--- config.mk ---
export PLATFORM = sky130hd
export DESIGN_NAME = pg_window_monitor
export DESIGN_NICKNAME = d
export VERILOG_FILES = /design/src/rtl/pg_window_monitor.sv
export SDC_FILE = /design/constraint.sdc
export NUM_CORES = 1
export LEC_CHECK = 0
export BUFFER_PORTS_ARGS = -buffer_cell sky130_fd_sc_hd__buf_2
export CORE_ASPECT_RATIO = 1.1
export CORE_MARGIN = 1
export CORE_UTILIZATION = 55
export DETAILED_ROUTE_END_ITERATION = 6
export PLACE_DENSITY_LB_ADDON = 0.3
export SLEW_MARGIN = 30
export SYNTH_ARGS = -nofsm -noshare
export SYNTH_HDL_FRONTEND = slang
export SYNTH_SLANG_ARGS = --single-unit
--- constraint.sdc ---
create_clock -name clk -period 1.2 [get_ports clk]
set_input_delay 0.12 -clock clk [delete_from_list [all_inputs] [get_ports clk]]
set_output_delay 0.12 -clock clk [all_outputs]
set_load 0.05 [all_outputs]
--- src/rtl/pg_window_monitor.sv ---
module pg_window_monitor #(
  parameter int MV_W          = 13,
  parameter int N_AUX         = 3,
  parameter int SETTLE_CYCLES = 8,
  parameter logic [N_AUX*16-1:0] AUX_NOM_MV = {16'd3300, 16'd1800, 16'd1500},
  parameter int PG_LO_ON      = 94,
  parameter int PG_LO_OFF     = 92,
  parameter int PG_HI_ON      = 110,
  parameter int PG_HI_OFF     = 108,
  parameter int OV_PCT        = 115,
  parameter int AUX_ON_PCT    = 75,
  parameter int AUX_OFF_PCT   = 68
) (
  input  logic                   clk,
  input  logic                   rst_n,
  input  logic [4:0]             vid,
  input  logic [MV_W-1:0]        core_mv,
  input  logic [N_AUX*MV_W-1:0]  aux_mv,
  input  logic                   ss_done,
  output logic                   power_good,
  output logic                   ov_trip,
  output logic [MV_W-1:0]        vref_mv
);

  localparam int         CNT_W   = $clog2(SETTLE_CYCLES + 1);
  localparam logic [4:0] VID_OFF = 5'h1F;

  function automatic logic [MV_W-1:0] decode_vid(input logic [4:0] c);
    int mv;
    if (c == VID_OFF)  mv = 0;
    else if (!c[4])    mv = 1300 + 50 * (15 - int'(c[3:0]));
    else               mv = 2100 + 100 * (14 - int'(c[3:0]));
    return MV_W'(mv);
  endfunction

  function automatic logic [MV_W-1:0] pct_of(input int base, input int pct, input logic up);
    int prod;
    prod = base * pct + (up ? 99 : 0);
    return MV_W'(prod / 100);
  endfunction

  logic [MV_W-1:0]  ref_now;
  logic [MV_W-1:0]  lo_on_th, lo_off_th, hi_on_th, hi_off_th, ov_th;
  logic [4:0]       vid_q;
  logic [CNT_W-1:0] settle_cnt;
  logic             lo_ok, hi_bad, ss_q;
  logic [N_AUX-1:0] aux_ok;

  assign ref_now   = decode_vid(vid);
  assign lo_on_th  = pct_of(int'(ref_now), PG_LO_ON,  1'b1);
  assign lo_off_th = pct_of(int'(ref_now), PG_LO_OFF, 1'b1);
  assign hi_on_th  = pct_of(int'(ref_now), PG_HI_ON,  1'b0);
  assign hi_off_th = pct_of(int'(ref_now), PG_HI_OFF, 1'b0);
  assign ov_th     = pct_of(int'(ref_now), OV_PCT,    1'b0);

  always_ff @(posedge clk or negedge rst_n) begin
    if (!rst_n) begin
      vid_q      <= '0;
      vref_mv    <= '0;
      ss_q       <= 1'b0;
      settle_cnt <= CNT_W'(SETTLE_CYCLES);
      lo_ok      <= 1'b0;
      hi_bad     <= 1'b0;
      ov_trip    <= 1'b0;
    end else begin
      vid_q   <= vid;
      vref_mv <= ref_now;
      ss_q    <= ss_done;
      if (vid != vid_q)        settle_cnt <= CNT_W'(SETTLE_CYCLES);
      else if (settle_cnt != 0) settle_cnt <= settle_cnt - 1'b1;
      lo_ok   <= lo_ok  ? (core_mv >= lo_off_th) : (core_mv >= lo_on_th);
      hi_bad  <= hi_bad ? (core_mv >  hi_off_th) : (core_mv >  hi_on_th);
      ov_trip <= (vid != VID_OFF) && (core_mv > ov_th);
    end
  end

  for (genvar i = 0; i < N_AUX; i++) begin : g_aux
    logic [MV_W-1:0] smp, on_th, off_th;
    assign smp    = aux_mv[i*MV_W +: MV_W];
    assign on_th  = pct_of(int'(AUX_NOM_MV[i*16 +: 16]), AUX_ON_PCT,  1'b1);
    assign off_th = pct_of(int'(AUX_NOM_MV[i*16 +: 16]), AUX_OFF_PCT, 1'b1);
    always_ff @(posedge clk or negedge rst_n) begin
      if (!rst_n) aux_ok[i] <= 1'b0;
      else        aux_ok[i] <= aux_ok[i] ? (smp >= off_th) : (smp >= on_th);
    end
  end

  assign power_good = lo_ok & ~hi_bad & (&aux_ok) & ss_q &
                      (settle_cnt == '0) & (vid_q != VID_OFF);

endmodule

==> qor.csv, run 1 <==
metric,value,unit
cts_max_path_buffers,2,
dieWidth,240,um
yosys-top-cells-count,"nor2_1, nand2_1, inv_1, xnor2_1, a21oi_1",
yosysMostFrequentCell,nor2_1,
ys_seq_area_share,2.05,%
syn_inst,4902,
synthDistinctLibCells,179,
synth_top_area_share,9.13,%
pre_cts_slack,-25820,ps
avgSynthCellArea,6.99,um^2
first-error,[ERROR GRT-0116] Global routing finished with congestion. Check the congestion regions in the DRC Viewer.,
status,aborted with a tool error,
syn_area,34300,um^2
pin_count,75,
cts.sinks,28,
dp_hpwl,134000,um
grt_pass1_wl,462000,um
grt-ovfl-total,1817,
synth.area.top_cells,"ha_1, xnor2_1, fa_1",
clock-root-buffer,clkbuf_16,
yosysWarnings,0,
netlist.top_cell.by_area,ha_1,
htreeDepth,1,
synth-seq-cells,28,
synthFlopType,dfrtp_1,
grt_pass1_vias,70600,
rows,95,
start_util,55.9,%
port_buffers,72,
fp.dieH,264,um
grt_max_degree,68,
synth_edf_count,0,
track_usage,93.1,%
gp_congestion,1.04,
haltStage,5_1_grt,
cts_buffers,3,
synthArstFlopShare,100,%
synth_nets,5309,
## per-layer routing
metal | GRT overflow | GRT usage (%)
met5 | 5 | 70.3
met4 | 471 | 97.1
met3 | 86 | 84.7
met2 | 1161 | 106
met1 | 94 | 88.2
## per-stage QoR
| stage | hold slack (ps) | utilization, % | cells | setup TNS (ps) | instance area [um^2] |
|---|---|---|---|---|---|
| 2_1_floorplan | -176 | - | 4902 | -78810 | 35800 |
| 3_3_place_gp | 58.1 | 84.4 | 7708 | -85330 | 51700 |
| 3_5_place_dp | 64.0 | 84.4 | 7708 | -91230 | 51700 |
| 4_1_cts | 6.64 | 89.0 | 7843 | -81780 | 54600 |
## cells by family after synthesis
kind of cell / count (synthesis) / share of synthesized area, %
flip-flops: 28 / 2.05
multiplexers: 112 / 3.59
XOR/XNOR: 487 / 12.9
buffers and inverters: 521 / 6.84
AO/OA/AOI/OAI: 1553 / 32.0
other: 1 / 0.0109
adder cells (fa/ha/maj): 356 / 15.1
AND/OR/NAND/NOR: 1844 / 27.6
## what timing repair did
action | CTS
cloned | 1
endpoints found under the hold margin | 16
pin swaps | 223
buffers inserted | 133
gates resized for setup | 397
setup endpoints to repair | 20
hold buffers | 3
==> inputs of run 2 (changes only) <==
--- a/config.mk
+++ b/config.mk
@@ -6,11 +6,10 @@
 export NUM_CORES = 1
 export LEC_CHECK = 0
 export BUFFER_PORTS_ARGS = -buffer_cell sky130_fd_sc_hd__buf_2
-export CORE_ASPECT_RATIO = 1.1
 export CORE_MARGIN = 1
-export CORE_UTILIZATION = 55
+export CORE_UTILIZATION = 40
 export DETAILED_ROUTE_END_ITERATION = 6
-export PLACE_DENSITY_LB_ADDON = 0.3
+export PLACE_DENSITY_LB_ADDON = 0.15
 export SLEW_MARGIN = 30
 export SYNTH_ARGS = -nofsm -noshare
 export SYNTH_HDL_FRONTEND = slang
==> constraint.sdc (replaced) <==
create_clock -name clk -period 1.6 [get_ports clk]
set_input_delay 0.16 -clock clk [delete_from_list [all_inputs] [get_ports clk]]
set_output_delay 0.16 -clock clk [all_outputs]
set_load 0.05 [all_outputs]
==> run 2 against run 1 <==
Net effect: the flow now finishes, with violations (setup timing); synthesized area did not move; synthesized cell count stayed put.
==> qor.csv, run 2 <==
metric,value,unit,change
status,"complete, but fails checks",,
violations,setup timing,,
synthFlopType,dfrtp_1,,
largest_reg_flops,12,,
r2r_setup_slack,190,ps,
first_iter_violations,2588,,
cp.depth,118,,
track_usage,30.9,%,
grt_max_degree,37,,
final_cell_mix,"buf_4, nor2_1, nand2_1",,
dieWidth,295,um,+23%
tritoncts,yes,,
syn2layout_area_growth,63.0,%,
relSlewSlack,53.1,%,
final_common_cell,buf_4,,
drive_gt1_share,43.8,%,
num_vias,45100,,
pin_count,75,,unchanged
yosysMostFrequentCell,nor2_1,,
cts_max_path_buffers,2,,unchanged
wl_per_cell,17.0,um,
finalHoldViolCount,0,,
avgSynthCellArea,6.99,um^2,unchanged
diodes,0,,
synthDistinctLibCells,179,,unchanged
cap_viol_max_count,0,,
cts.sinks,28,,unchanged
fin_util,66.4,%,
nets,7489,,
grt_pass1_wl,223000,um,
start_kind,input pin,,
stdcell_area,55900,um^2,
grt_pass1_vias,44200,,
start_util,40.7,%,-15 points
clock-root-buffer,clkbuf_16,,
timing.critical_path.from,vid[1],,
drv_slew,0,,
crit_top_cell,buf_4,,
worst-r2r-cell-count,6,,
syn_area,34300,um^2,unchanged
netlist.top_cell.by_area,ha_1,,
fp.dieH,295,um,+12%
timing.hold.ws,36.1,ps,
period_share,1590,%,
setup_viol,12,,
drc,0,,
synth_nets,5309,,unchanged
cp_max_fo,7,,
synth.area.top_cells,"ha_1, xnor2_1, fa_1",,
synth-seq-cells,28,,unchanged
htreeDepth,1,,unchanged
synthArstFlopShare,100,%,unchanged
regToRegEndpoint,settle_cnt[0]$_DFFE_PN0P_,,
port_buffers,72,,unchanged
gp_congestion,0.964,,-7.3%
ant_nets,0,,
cp_num_buf_inv,22,,
critPathTopFamily,compound AO/OA/AOI/OAI gates,,
worstReg2RegStart,settle_cnt[0]$_DFFE_PN0P_,,
synth_top_area_share,9.13,%,unchanged
first_pass_iters,6,,
vias_per_cell,5.49,,
max_freq,39.2,MHz,
rsz0062_at_grt,true,,
period_needed,25500,ps,
synth_edf_count,0,,unchanged
yosys-top-cells-count,"nor2_1, nand2_1, inv_1, xnor2_1, a21oi_1",,
grt-ovfl-total,0,,
critPathCapture,lo_ok$_DFF_PN0_,,
fillers,7315,,
worstSetupPathType,input pin to flip-flop,,
cpPeakStageDelay,570,ps,
coreArea,84200,um^2,
layout_setup_ws,-23900,ps,
finClkSkew,15.4,ps,
cp.arrival,25670,ps,
regMostFlops,vref_mv,,
min_path_type,input pin to flip-flop,,
dp_hpwl,116000,um,-14%
antenna_found_initial,3,,
worst_pin_slew,699,ps,
reg_top3,"vref_mv (12), vid_q (5), settle_cnt (4)",,
yosysWarnings,0,,unchanged
ys_seq_area_share,2.05,%,unchanged
rows,106,,+12%
routed_wl,140000,um,
slowest_stage,fa_1,,
cts_buffers,3,,unchanged
clk_latency,300,ps,
end_kind,flip-flop,,
dieArea,86900,um^2,
path_clk_slew,100,ps,
required,1770,ps,
placed_area,52500,um^2,+1.4%
syn_inst,4902,,unchanged
## run 2: how the worst min path moves through the flow
stage	start	endpoint	slack, ps	depth (start not counted)
finish	aux_mv[38]	aux_ok[2]$_DFF_PN0_	40	2
floorplan	rst_n	aux_ok[0]$_DFF_PN0_	-140	0
global placement	rst_n	vref_mv[3]$_DFF_PN0_	180	1
detailed placement	rst_n	vref_mv[3]$_DFF_PN0_	170	1
CTS	aux_mv[38]	aux_ok[2]$_DFF_PN0_	30	2
global route	aux_mv[38]	aux_ok[2]$_DFF_PN0_	60	2
## run 2: per-layer routing
| metal | up-vias | track usage (%) | wire length [um] |
|---|---|---|---|
| met5 | - | 0 | 60 |
| met4 | 6 | 9.68 | 4740 |
| met3 | 262 | 1.85 | 4790 |
| met2 | 976 | 55.6 | 68100 |
| met1 | 21500 | 39.1 | 61900 |
| li1 | 22400 | - | - |
## run 2: logic make-up (layout without fill, tap and decap cells)
kind of cell               after synthesis  after routing  synth area share (%)
and+or+nand+nor                       1844           1844                  27.6
xor gates and xnor gates               487            487                  12.9
muxes                                  112            112                  3.59
AOI/OAI and AO/OA                     1553           1555                  32.0
other                                    1              1                0.0109
DFF                                     28             28                  2.05
adders and majority gates              356            356                  15.1
buffers and inverters                  521           2698                  6.84
## run 2: worst reg2reg max path, delay by kind of cell (launching register included)
family	cells	cell delay (ps)
xor+xnor	1	110
fa+ha+maj	1	210
buf+inv	2	300
flops	1	380
simple gates	2	310
## run 2: area by class of cell
cell class	instances	area, um^2	area share [%]
Clock buffer	3	75.1	0.134
Clock inverter	1	30.0	0.0537
Inverter	375	1480	2.64
Multi-Input combinational cell	4355	34500	61.8
Sequential cell	28	702	1.26
Tap cell	1134	1420	2.54
Timing Repair Buffer	2319	17600	31.6
## run 2: repair_timing
| action | in CTS | in global routing |
|---|---|---|
| hold endpoints to repair | 15 | 0 |
| hold buffers | 2 | 0 |
| pin swaps | 120 | 207 |
| setup buffers | 83 | 65 |
| resized for setup | 207 | 259 |
| gates cloned | 0 | 2 |
| setup endpoints to repair | 14 | 13 |
## run 2: per-stage QoR
step	TNS [ps]	setup WS, ps	cells
after detailed placement	-82560	-24630	8062
after floorplan	-74360	-24140	4902
after global routing	-80290	-25030	8215
final	-75820	-23900	8215
after global placement	-81280	-24260	8062
after CTS	-74890	-23840	8151
Power of run 2 is not shown: default switching activity piles up to over one toggle a cycle in this logic, so the estimate is an artifact.
